File: src/rtl/irq_seq_pkg.sv
package irq_seq_pkg;
  typedef enum logic [3:0] {
    S_IDLE,
    S_PUSH_PCL, S_PUSH_PCH, S_PUSH_X, S_PUSH_A, S_PUSH_CC,
    S_VEC_HI, S_VEC_LO, S_VEC_FIN,
    S_POP_CC, S_POP_A, S_POP_X, S_POP_PCH, S_POP_PCL, S_RET_FIN
  } seq_state_e;
endpackage

File: src/rtl/irq_seq_ctrl.sv
module irq_seq_ctrl
  import irq_seq_pkg::*;
#(
  parameter int SP_W = 8,
  parameter logic [SP_W-1:0] SP_INIT = '1
) (
  input  logic            clk,
  input  logic            rst,
  input  logic            instr_done,
  input  logic            irq_req,
  input  logic            trap_req,
  input  logic            iret_req,
  input  logic            mask_bit,
  output seq_state_e      state,
  output logic [SP_W-1:0] sp,
  output logic [SP_W-1:0] stk_off,
  output logic            take_ent,
  output logic            take_trap,
  output logic            is_push,
  output logic            is_pop,
  output logic            busy
);
  localparam logic [SP_W-1:0] SP_ONE = 1;

  seq_state_e nxt;
  logic       idle, take_ret;

  assign idle      = (state == S_IDLE);
  assign take_ret  = idle && iret_req;
  assign take_ent  = idle && !iret_req && instr_done && (trap_req || (irq_req && !mask_bit));
  assign take_trap = take_ent && trap_req;
  assign is_push   = state inside {S_PUSH_PCL, S_PUSH_PCH, S_PUSH_X, S_PUSH_A, S_PUSH_CC};
  assign is_pop    = state inside {S_POP_CC, S_POP_A, S_POP_X, S_POP_PCH, S_POP_PCL};
  assign busy      = !idle;
  assign stk_off   = is_pop ? sp + SP_ONE : sp;

  always_comb begin
    nxt = state;
    case (state)
      S_IDLE:     if (take_ret) nxt = S_POP_CC;
                  else if (take_ent) nxt = S_PUSH_PCL;
      S_PUSH_PCL: nxt = S_PUSH_PCH;
      S_PUSH_PCH: nxt = S_PUSH_X;
      S_PUSH_X:   nxt = S_PUSH_A;
      S_PUSH_A:   nxt = S_PUSH_CC;
      S_PUSH_CC:  nxt = S_VEC_HI;
      S_VEC_HI:   nxt = S_VEC_LO;
      S_VEC_LO:   nxt = S_VEC_FIN;
      S_VEC_FIN:  nxt = S_IDLE;
      S_POP_CC:   nxt = S_POP_A;
      S_POP_A:    nxt = S_POP_X;
      S_POP_X:    nxt = S_POP_PCH;
      S_POP_PCH:  nxt = S_POP_PCL;
      S_POP_PCL:  nxt = S_RET_FIN;
      S_RET_FIN:  nxt = S_IDLE;
      default:    nxt = S_IDLE;
    endcase
  end

  always_ff @(posedge clk) begin
    if (rst) begin
      state <= S_IDLE;
      sp    <= SP_INIT;
    end else begin
      state <= nxt;
      if (is_push)     sp <= sp - SP_ONE;
      else if (is_pop) sp <= sp + SP_ONE;
    end
  end

  // a push writes at the current pointer, which then steps down
  p_sp_down_r3: assert property (@(posedge clk) disable iff (rst)
    is_push |=> sp == $past(sp) - SP_ONE);
  // five pushes follow each other in fixed order
  p_push_seq_r3: assert property (@(posedge clk) disable iff (rst)
    state == S_PUSH_PCL |=> state == S_PUSH_PCH);
  // every pop moves the pointer up by one
  p_sp_up_r7: assert property (@(posedge clk) disable iff (rst)
    is_pop |=> sp == $past(sp) + SP_ONE);
  // once busy, nothing is accepted until the final load state
  p_busy_hold_r8: assert property (@(posedge clk) disable iff (rst)
    (busy && state != S_VEC_FIN && state != S_RET_FIN) |=> busy);
endmodule

File: src/rtl/irq_seq_data.sv
module irq_seq_data
  import irq_seq_pkg::*;
#(
  parameter int DATA_W = 8,
  parameter int SP_W   = 8,
  parameter int MASK_BIT = 3,
  parameter logic [2*DATA_W-SP_W-1:0] STACK_PAGE = 1,
  parameter logic [2*DATA_W-1:0] TRAP_VEC = 16'h03FC
) (
  input  logic                clk,
  input  logic                rst,
  input  seq_state_e          state,
  input  logic                take_ent,
  input  logic                take_trap,
  input  logic                is_push,
  input  logic                is_pop,
  input  logic [SP_W-1:0]     stk_off,
  input  logic [2*DATA_W-1:0] pc_in,
  input  logic [DATA_W-1:0]   x_in,
  input  logic [DATA_W-1:0]   a_in,
  input  logic [DATA_W-1:0]   cc_in,
  input  logic [2*DATA_W-1:0] irq_vec,
  input  logic [DATA_W-1:0]   mem_rdata,
  output logic                mem_we,
  output logic                mem_re,
  output logic [2*DATA_W-1:0] mem_addr,
  output logic [DATA_W-1:0]   mem_wdata,
  output logic [2*DATA_W-1:0] pc_out,
  output logic                pc_ld,
  output logic [DATA_W-1:0]   x_out,
  output logic [DATA_W-1:0]   a_out,
  output logic                xa_ld,
  output logic [DATA_W-1:0]   cc_out,
  output logic                cc_ld
);
  localparam int PC_W = 2 * DATA_W;
  localparam logic [PC_W-1:0]   A_ONE = 1;
  localparam logic [DATA_W-1:0] MASK  = {{(DATA_W-1){1'b0}}, 1'b1} << MASK_BIT;

  logic [PC_W-1:0]   snap_pc, vec_q;
  logic [DATA_W-1:0] snap_x, snap_a, snap_cc;
  logic [DATA_W-1:0] vhi_q, cc_r, a_r, x_r, pch_r;

  assign mem_we = is_push;
  assign mem_re = is_pop || state == S_VEC_HI || state == S_VEC_LO;

  always_comb begin
    mem_addr = '0;
    if (is_push || is_pop)     mem_addr = {STACK_PAGE, stk_off};
    else if (state == S_VEC_HI) mem_addr = vec_q;
    else if (state == S_VEC_LO) mem_addr = vec_q + A_ONE;
  end

  always_comb begin
    case (state)
      S_PUSH_PCL: mem_wdata = snap_pc[DATA_W-1:0];
      S_PUSH_PCH: mem_wdata = snap_pc[PC_W-1:DATA_W];
      S_PUSH_X:   mem_wdata = snap_x;
      S_PUSH_A:   mem_wdata = snap_a;
      S_PUSH_CC:  mem_wdata = snap_cc;
      default:    mem_wdata = '0;
    endcase
  end

  // snapshot at acceptance frees the core's register buses during the pushes
  always_ff @(posedge clk) begin
    if (rst) begin
      snap_pc <= '0; snap_x <= '0; snap_a <= '0; snap_cc <= '0; vec_q <= '0;
    end else if (take_ent) begin
      snap_pc <= pc_in;
      snap_x  <= x_in;
      snap_a  <= a_in;
      snap_cc <= cc_in;
      vec_q   <= take_trap ? TRAP_VEC : irq_vec;
    end
  end

  // read data arrives one state after its address
  always_ff @(posedge clk) begin
    if (rst) begin
      vhi_q <= '0; cc_r <= '0; a_r <= '0; x_r <= '0; pch_r <= '0;
    end else begin
      case (state)
        S_VEC_LO:  vhi_q <= mem_rdata;
        S_POP_A:   cc_r  <= mem_rdata;
        S_POP_X:   a_r   <= mem_rdata;
        S_POP_PCH: x_r   <= mem_rdata;
        S_POP_PCL: pch_r <= mem_rdata;
        default: ;
      endcase
    end
  end

  always_ff @(posedge clk) begin
    if (rst) begin
      pc_out <= '0; x_out <= '0; a_out <= '0; cc_out <= '0;
      pc_ld  <= 1'b0; cc_ld <= 1'b0; xa_ld <= 1'b0;
    end else begin
      pc_ld <= 1'b0; cc_ld <= 1'b0; xa_ld <= 1'b0;
      if (state == S_VEC_FIN) begin
        pc_out <= {vhi_q, mem_rdata};
        cc_out <= snap_cc | MASK;
        pc_ld  <= 1'b1;
        cc_ld  <= 1'b1;
      end else if (state == S_RET_FIN) begin
        pc_out <= {pch_r, mem_rdata};
        cc_out <= cc_r;
        x_out  <= x_r;
        a_out  <= a_r;
        pc_ld  <= 1'b1;
        cc_ld  <= 1'b1;
        xa_ld  <= 1'b1;
      end
    end
  end

  // entry ends with the mask set and only PC/CC loaded
  p_entry_mask_r5: assert property (@(posedge clk) disable iff (rst)
    state == S_VEC_FIN |=> cc_ld && cc_out[MASK_BIT] && !xa_ld);
  // return ends by loading every register
  p_ret_loads_r7: assert property (@(posedge clk) disable iff (rst)
    state == S_RET_FIN |=> pc_ld && cc_ld && xa_ld);
  // the program counter is never loaded without the condition codes
  p_pc_cc_pair_r4: assert property (@(posedge clk) disable iff (rst)
    pc_ld |-> cc_ld);
  // the port never reads and writes in the same cycle
  p_rw_excl_r3: assert property (@(posedge clk) disable iff (rst)
    !(mem_we && mem_re));
endmodule

File: src/rtl/irq_seq_top.sv
module irq_seq_top
  import irq_seq_pkg::*;
#(
  parameter int DATA_W   = 8,
  parameter int SP_W     = 8,
  parameter int MASK_BIT = 3,
  parameter logic [SP_W-1:0] SP_INIT = '1,
  parameter logic [2*DATA_W-SP_W-1:0] STACK_PAGE = 1,
  parameter logic [2*DATA_W-1:0] TRAP_VEC = 16'h03FC
) (
  input  logic                clk,
  input  logic                rst,
  input  logic                instr_done,
  input  logic                irq_req,
  input  logic [2*DATA_W-1:0] irq_vec,
  input  logic                trap_req,
  input  logic                iret_req,
  input  logic [2*DATA_W-1:0] pc_in,
  input  logic [DATA_W-1:0]   x_in,
  input  logic [DATA_W-1:0]   a_in,
  input  logic [DATA_W-1:0]   cc_in,
  output logic                mem_we,
  output logic                mem_re,
  output logic [2*DATA_W-1:0] mem_addr,
  output logic [DATA_W-1:0]   mem_wdata,
  input  logic [DATA_W-1:0]   mem_rdata,
  output logic [2*DATA_W-1:0] pc_out,
  output logic                pc_ld,
  output logic [DATA_W-1:0]   x_out,
  output logic [DATA_W-1:0]   a_out,
  output logic                xa_ld,
  output logic [DATA_W-1:0]   cc_out,
  output logic                cc_ld,
  output logic [SP_W-1:0]     sp_out,
  output logic                busy
);
  seq_state_e      state;
  logic [SP_W-1:0] stk_off;
  logic            take_ent, take_trap, is_push, is_pop;

  irq_seq_ctrl #(.SP_W(SP_W), .SP_INIT(SP_INIT)) u_ctrl (
    .clk(clk), .rst(rst), .instr_done(instr_done), .irq_req(irq_req),
    .trap_req(trap_req), .iret_req(iret_req), .mask_bit(cc_in[MASK_BIT]),
    .state(state), .sp(sp_out), .stk_off(stk_off), .take_ent(take_ent),
    .take_trap(take_trap), .is_push(is_push), .is_pop(is_pop), .busy(busy)
  );

  irq_seq_data #(
    .DATA_W(DATA_W), .SP_W(SP_W), .MASK_BIT(MASK_BIT),
    .STACK_PAGE(STACK_PAGE), .TRAP_VEC(TRAP_VEC)
  ) u_data (
    .clk(clk), .rst(rst), .state(state), .take_ent(take_ent),
    .take_trap(take_trap), .is_push(is_push), .is_pop(is_pop),
    .stk_off(stk_off), .pc_in(pc_in), .x_in(x_in), .a_in(a_in),
    .cc_in(cc_in), .irq_vec(irq_vec), .mem_rdata(mem_rdata),
    .mem_we(mem_we), .mem_re(mem_re), .mem_addr(mem_addr),
    .mem_wdata(mem_wdata), .pc_out(pc_out), .pc_ld(pc_ld),
    .x_out(x_out), .a_out(a_out), .xa_ld(xa_ld), .cc_out(cc_out),
    .cc_ld(cc_ld)
  );

  // a maskable entry needs the boundary strobe
  p_need_boundary_r2: assert property (@(posedge clk) disable iff (rst)
    (!busy && !instr_done) |=> !mem_we);
endmodule

File: config.mk
export PLATFORM = sky130hd
export DESIGN_NAME = irq_seq_top
export DESIGN_NICKNAME = d
export VERILOG_FILES = /design/src/rtl/irq_seq_pkg.sv /design/src/rtl/irq_seq_ctrl.sv /design/src/rtl/irq_seq_data.sv /design/src/rtl/irq_seq_top.sv
export SDC_FILE = /design/constraint.sdc
export NUM_CORES = 1
export LEC_CHECK = 0
export CAP_MARGIN = 20
export CORE_MARGIN = 2
export CORE_UTILIZATION = 45
export CTS_BUF_LIST = sky130_fd_sc_hd__clkbuf_8 sky130_fd_sc_hd__clkbuf_16
export DETAILED_ROUTE_END_ITERATION = 16
export DONT_BUFFER_PORTS = 1
export RECOVER_POWER = 100
export SLEW_MARGIN = 5
export SYNTH_ARGS = -nofsm -noshare
export SYNTH_HDL_FRONTEND = slang
export SYNTH_SLANG_ARGS = --single-unit
File: constraint.sdc
create_clock -name clk -period 1.9 [get_ports clk]
set_clock_uncertainty 0.2 [all_clocks]
set_input_delay 0.38 -clock clk [delete_from_list [all_inputs] [get_ports clk]]
set_output_delay 0.38 -clock clk [all_outputs]
set_load 0.01 [all_outputs]
==> results of run 1 <==
[worst max path at each step]
stage | start | end | slack [ns] | depth (start not counted)
detailed placement | u_data.vec_q[10] | mem_addr[12] | -0.18 | 4
global route | u_ctrl.state[3] | mem_addr[0] | -0.66 | 6
global placement | u_data.vec_q[10] | mem_addr[12] | -0.16 | 4
CTS | u_data.vec_q[7] | mem_addr[12] | -0.56 | 4
finish | u_data.vec_q[6] | mem_addr[13] | -0.60 | 4
floorplan | u_data.vec_q[4] | mem_addr[13] | -0.15 | 5
[worst register-to-register path, stage by stage, from the launching register on]
cell and delay (ns):
dfxtp_2 0.37, clkbuf_2 0.16, nor4_2 0.30, buf_4 0.21, o211a_4 0.27, clkbuf_16 0.22, nand2_4 0.05, a21oi_2 0.13
[cells by family (layout without fill, tap and decap cells)]
| family | Yosys count | after routing |
|---|---|---|
| AND/OR/NAND/NOR | 363 | 363 |
| AO/OA/AOI/OAI | 206 | 206 |
| flip-flops | 150 | 150 |
| buffers and inverters | 62 | 185 |
| XOR/XNOR | 20 | 20 |
| multiplexers | 19 | 19 |
| adder cells (fa/ha/maj) | 3 | 3 |
[report_power, final]
group          switching [uW]  internal [uW]
clock                    1380           2070
combinational            1240           1240
sequential                180           3320
[routing by layer]
metal  part of all wire, %  global-route usage [%]
met5                     0                       0
met4                   2.5                   8.146
met3                   7.2                   7.555
met2                    51                   42.86
met1                    40                   30.26
[flip-flops by register name (all words and copies together), names as in the netlist, 4 cells and up]
signal          flops
u_data.pc_out      16
u_data.snap_pc     16
u_data.vec_q       16
u_ctrl.sp           8
u_data.a_out        8
u_data.a_r          8
u_data.cc_out       8
u_data.cc_r         8
u_data.pch_r        8
u_data.snap_a       8
u_data.snap_cc      8
u_data.snap_x       8
u_data.vhi_q        8
u_data.x_out        8
u_data.x_r          8
u_ctrl.state        4
[placed cells by master (no fill, tap or decap), types with 19 or more instances in the layout]
master,count
a21oi_1,88
a21oi_2,41
a22oi_1,19
buf_4,73
buf_6,35
clkbuf_16,21
dfxtp_1,132
nand2_1,203
nand2_4,19
nor2_1,30
[per-stage QoR]
step	setup TNS [ns]	area [um^2]	instances	utilization, %
after floorplan	-0.6112	6621	823	-
after detailed placement	-3.710	7357	1042	52.59
after global routing	-25.66	9460	1126	67.63
after global placement	-1.730	7357	1042	52.59
final	-16.59	9460	1126	67.63
after CTS	-11.86	8721	1107	62.34
[timing repair]
action	4_1_cts	5_1_grt
resized for setup	106	162
cloned	2	8
setup buffers	17	15
pin swaps	43	74
setup endpoints to repair	75	102
hold endpoints to repair	150	136
[final cells by class]
| cell class | instances | area (um^2) |
|---|---|---|
| Inverter | 5 | 22.52 |
| Fill cell | 1080 | 4528 |
| Sequential cell | 150 | 3048 |
| Multi-Input combinational cell | 611 | 4138 |
| Clock buffer | 17 | 425.4 |
| Clock inverter | 15 | 177.7 |
| Tap cell | 180 | 225.2 |
| Timing Repair Buffer | 148 | 1424 |
==> results by group, run 1 <==
Synth
  • Syn_area_per_cell: about 7.9 um^2
  • Syn Inst Count: roughly 820
  • Mux cell area share after synthesis: 3.089%
  • Sequential share of the synthesized area: 46.33%
  • Main combinational cell family by area after synthesis: simple AND/OR/NAND/NOR gates
  • Seq cells post-synth: 150
  • Simple-gate share of the synthesized area: between 20 and 25%
  • Adder-Cell Fraction of Synth Area: less than 1%
  • Mapped Area: roughly 0.0065 mm^2
  • Ys flop type: dfxtp_1
  • Yosys warns: 0
  • Most common cell in the netlist: nand2_1
  • Syn Nets: 896
  • Commonest cells post-synth: nand2_1, dfxtp_1, a21oi_1
  • Post-synth ARST share: 0%
  • Synth cell types: 53
  • Compound-gate portion of the synthesized area: roughly 18%
  • Synth Area in XOR/XNOR: 2.703%
  • Number of synthesized flops with an enable pin: 0
  • Leading area contributor after synthesis: dfxtp_1
  • Ranking of synthesized cells by area: dfxtp_1, nand2_1, a21oi_1
  • Post-synth top area share: between 40% and 50%

Clock tree
  • Clock transition at path regs: around 0.06 ns
  • Hold-fix buffers, CTS: 15
  • Clk buf depth: 2
  • H-tree levels: 4
  • TritonCTS buffer count: 17
  • Root buf cell: clkbuf_16
  • Clock Latency Late Sink: about 0.42 ns
  • CTS tree: done
  • CTS sink cnt: 150

GRT
  • Overall routing resource usage: about 25%
  • First-pass GRT wire length: ~30000 um
  • Largest net degree at the start of global routing: around 150
  • Vias in the first global route: around 6000
  • Grt ovf: 0
  • Initial antenna violation count: 0

Detailed routing
  • TritonRoute pass-1 iters: 5
  • Via count: between 6000 and 7000
  • Initial DRC Count: between 400 and 500
  • Remaining antenna violation count: 0
  • Routed len/inst: roughly 19 um
  • DRC violations left: 0
  • Post-Route WL: around 21000 um
  • Vias per Instance: roughly 5.7

Timing
  • Final Critical Period: 2.495 ns
  • Worst Tran Pin Value: 0.4361 ns
  • Final setup fails: 98
  • Fmax: approximately 400 MHz
  • Setup slack after layout: -0.5953 ns
  • Final hold vios: 129
  • RSZ-0062 raised after global routing: true
  • Max Slew Vio Count: 0
  • Ratio of final minimum period to clock period: 131.3%
  • Worst hold slack: -0.1276 ns
  • Slew headroom: between 70% and 80%

Setup path
  • Data required, critical path: 1.32 ns
  • Crit. End Element: primary output
  • Crit path largest cell delay: approximately 0.51 ns
  • WS Path Type: register to primary output
  • Startpoint Class: register
  • Slowest stage cell, crit path: or4_4
  • FF-to-FF Start: u_ctrl.state[2]
  • Worst r2r dst: u_data.snap_a[5]
  • CP bufs+invs: 0
  • Worst r2r path cells: 7
  • Worst Path Arrival: 1.92 ns
  • Delay-heaviest family, CP: simple AND/OR/NAND/NOR gates
  • Setup slack, reg-to-reg: -0.09 ns
  • Worst Path Max Fanout: 6
  • Critical-path cell list: nand4_4 -> or2_4 -> or4_4 -> a21oi_4

Layout
  • Nets: 1006
  • Ant diodes: 0
  • Fraction of layout cells with a size suffix above 1: roughly 38%
  • Area Overhead vs Synth: 45.97%

Floorplanning
  • IO Pins: 148
  • Std cell rows: 43
  • Die Width: around 120 um
  • Die Span Y: approximately 120 um
  • Core ar.: 0.01399 mm^2
  • Die area: roughly 0.015 mm^2
  • Initial Util: between 40 and 50%

Power
  • Leak Pwr: about 0.0034 uW
  • PD cells: around 1000 mW/mm^2
  • Tot Pwr: approximately 9400 uW
  • Max VDD drop: between 600 and 700 uV

Place
  • Post-Place Setup Slack: -0.1794 ns
  • Placer Congestion: about 0.84
  • I/O Buffers: 0
  • Placed wire-length estimate: 12180 um

Job
  • Max_cap viols: 0

Hold path
  • Hold path cells: 1
  • Min-Delay Endpoint: u_data.snap_cc[3]
  • Hold path start: instr_done
  • Worst hold path type: input pin to register

Run status
  • Status: finished, violations left
  • Failing checks: hold timing, setup timing
Note: power is estimated with default switching activity, not from simulation.
==> run 2: changes to the inputs <==
--- a/config.mk
+++ b/config.mk
@@ -6,11 +6,14 @@
 export NUM_CORES = 1
 export LEC_CHECK = 0
 export CAP_MARGIN = 20
+export CELL_PAD_IN_SITES_DETAIL_PLACEMENT = 1
+export CELL_PAD_IN_SITES_GLOBAL_PLACEMENT = 2
 export CORE_MARGIN = 2
-export CORE_UTILIZATION = 45
+export CORE_UTILIZATION = 32
 export CTS_BUF_LIST = sky130_fd_sc_hd__clkbuf_8 sky130_fd_sc_hd__clkbuf_16
 export DETAILED_ROUTE_END_ITERATION = 16
 export DONT_BUFFER_PORTS = 1
+export PLACE_DENSITY_LB_ADDON = 0.1
 export RECOVER_POWER = 100
 export SLEW_MARGIN = 5
 export SYNTH_ARGS = -nofsm -noshare
==> run 2 against run 1 <==
  * The run still ends with hold timing, setup timing left
  * Maximum frequency shrank 1.8%
  * Power up 4.3%
  * Critical path depth up 1
  * Via count is 0.40% lower
  * Core utilization down 19 points
==> results by group, run 2 (synthesis gave the netlist of run 1 again) <==
Run status
  • Status: finished, violations left
  • Failing checks: hold timing, setup timing

Setup path
  • Worst Path Max Fanout: 4 (-2)
  • Worst Path Arrival: 1.96 ns (+0.04 ns)
  • Data required, critical path: 1.32 ns (about the same)
  • Startpoint Class: register
  • Crit. End Element: primary output
  • WS Path Type: register to primary output

Detailed routing
  • Initial DRC Count: 237 (-49%)
  • Routed len/inst: 20.06 um (+7.5%)
  • Vias per Instance: 5.244 (-8.6%)
  • Via count: 6434 (-0.40%)
  • TritonRoute pass-1 iters: 4 (-1)
  • Remaining antenna violation count: 0 (unchanged)
  • DRC violations left: 0 (unchanged)
  • Post-Route WL: 24610 um (+17%)

Layout
  • Ant diodes: 0 (unchanged)
  • Nets: 1017 (+1.1%)
  • Post-Layout Cell Count: 1227 (+9.0%)
  • Fraction of layout cells with a size suffix above 1: 40.65% (+2.7 points)
  • Post-route cell area: 0.009821 mm^2 (+3.8%)
  • Area Overhead vs Synth: 51.53%
  • Most common cell after layout, fill and taps aside: nand2_1
  • Biggest regs: u_data.pc_out (16), u_data.snap_pc (16), u_data.vec_q (16)
  • Most frequent cells in the layout: nand2_1, dfxtp_1, a21oi_1, buf_4, buf_6

Place
  • Placed wire-length estimate: 14830 um (+22%)
  • I/O Buffers: 0 (unchanged)
  • Placed inst area: 0.007485 mm^2 (+1.7%)
  • Placer Congestion: 0.7958 (-5.6%)
  • Post-Place Cells: 1134 (+8.8%)

Floorplanning
  • Initial Util: 32.34% (-14 points)
  • Die area: 0.02141 mm^2 (+39%)
  • Die Width: 146.3 um (+18%)
  • IO Pins: 148 (unchanged)
  • Die Span Y: 146.3 um (+18%)
  • Std cell rows: 52 (+21%)
  • Core ar.: 0.02004 mm^2 (+43%)

GRT
  • First-pass GRT wire length: 35900 um (+20%)
  • Vias in the first global route: 6657 (+10%)
  • Overall routing resource usage: 20.94% (-4.2 points)
  • Grt ovf: 0 (unchanged)
  • Largest net degree at the start of global routing: 145 (unchanged)
  • Initial antenna violation count: 0 (unchanged)

Power
  • PD cells: 1000 mW/mm^2 (+0.43%)
  • Max VDD drop: 593.0 uV (-3.9%)
  • Leak Pwr: 0.003411 uW (+0.40%)

Timing
  • Setup slack after layout: -0.6400 ns (-0.04474 ns)
  • Max Slew Vio Count: 0 (unchanged)
  • Final setup fails: 140 (+43%)
  • Worst Tran Pin Value: 0.4572 ns (+0.02112 ns)
  • Slew headroom: 69.52% (-1.1 points)
  • Fin Setup TNS: -26.43 ns (-9.841 ns)
  • Fmax: 393.7 MHz (-1.8%)
  • Worst hold slack: -0.1241 ns (+0.003534 ns)
  • RSZ-0062 raised after global routing: true
  • Final hold vios: 134 (+3.9%)
  • Ratio of final minimum period to clock period: 133.7% (+2.4 points)
  • Final Critical Period: 2.540 ns (+0.04474 ns)

Clock tree
  • H-tree levels: 4 (unchanged)
  • CTS tree: done
  • Hold-fix buffers, CTS: 13 (-2)
  • Root buf cell: clkbuf_16
  • Clock transition at path regs: 0.06 ns (about the same)
  • CTS sink cnt: 150 (unchanged)
  • Clock Latency Late Sink: 0.42 ns (about the same)
  • TritonCTS buffer count: 17 (unchanged)
  • Clk buf depth: 2 (unchanged)

Hold path
  • Worst hold path type: input pin to register

Job
  • Max_cap viols: 0 (unchanged)
[run 2: metrics by stage]
stage          setup slack [ns]  util [%]  total power (uW)
2_1_floorplan           -0.1517         -              4597
3_3_place_gp            -0.2608     37.35              5233
3_5_place_dp            -0.3167     37.35              5317
4_1_cts                 -0.6667     44.44              9366
5_1_grt                 -0.6791     49.01             10260
6_report                -0.6400     49.01              9824
[run 2: timing repair]
| item | 4_1_cts | 5_1_grt |
|---|---|---|
| endpoints found under the hold margin | 149 | 139 |
| resized for setup | 113 | 164 |
| cloned | 3 | 12 |
| setup buffers | 22 | 15 |
| pin swaps | 35 | 52 |
| setup endpoints to repair | 74 | 136 |
[run 2: path summary, 6_finish.rpt]
| kind | start | end | slack, ns | cells past startpoint |
|---|---|---|---|---|
| worst min-delay path | instr_done | u_data.snap_cc[3] | -0.12 | 1 |
| worst max register to register | u_ctrl.state[1] | u_data.snap_x[7] | -0.23 | 10 |
| worst max-delay path | u_data.vec_q[6] | mem_addr[12] | -0.64 | 5 |
| worst min register to register | u_data.a_r[7] | u_data.a_out[7] | 0.25 | 2 |
[run 2: cell type report]
type                       instances  area (um^2)
inverter                           5        18.77
tap                              270        337.8
multi-input combinational        612         4155
clock buffer                      17        425.4
fill                            2331        10220
timing repair buffer             158         1673
clock inverter                    15        182.7
sequential                       150         3028
[run 2: where the power goes]
part	switching (uW)	internal (uW)	leakage (uW)
sequential	178	3310	0.00122
combinational	1420	1390	0.00189
clock	1530	1990	0.000299
[run 2: metal layers]
metal / global-route usage (%) / wire length, um
met1: 25.96 / 10320
met5: 0 / 0
met3: 5.656 / 1302
met2: 35.90 / 12480
met4: 5.825 / 514
[run 2: worst max-delay path, stage by stage, from the launching register on]
cell	delay, ns
dfxtp_2	0.36
nand4_4	0.12
or2_4	0.29
or4_4	0.48
a21oi_2	0.15
buf_4	0.13
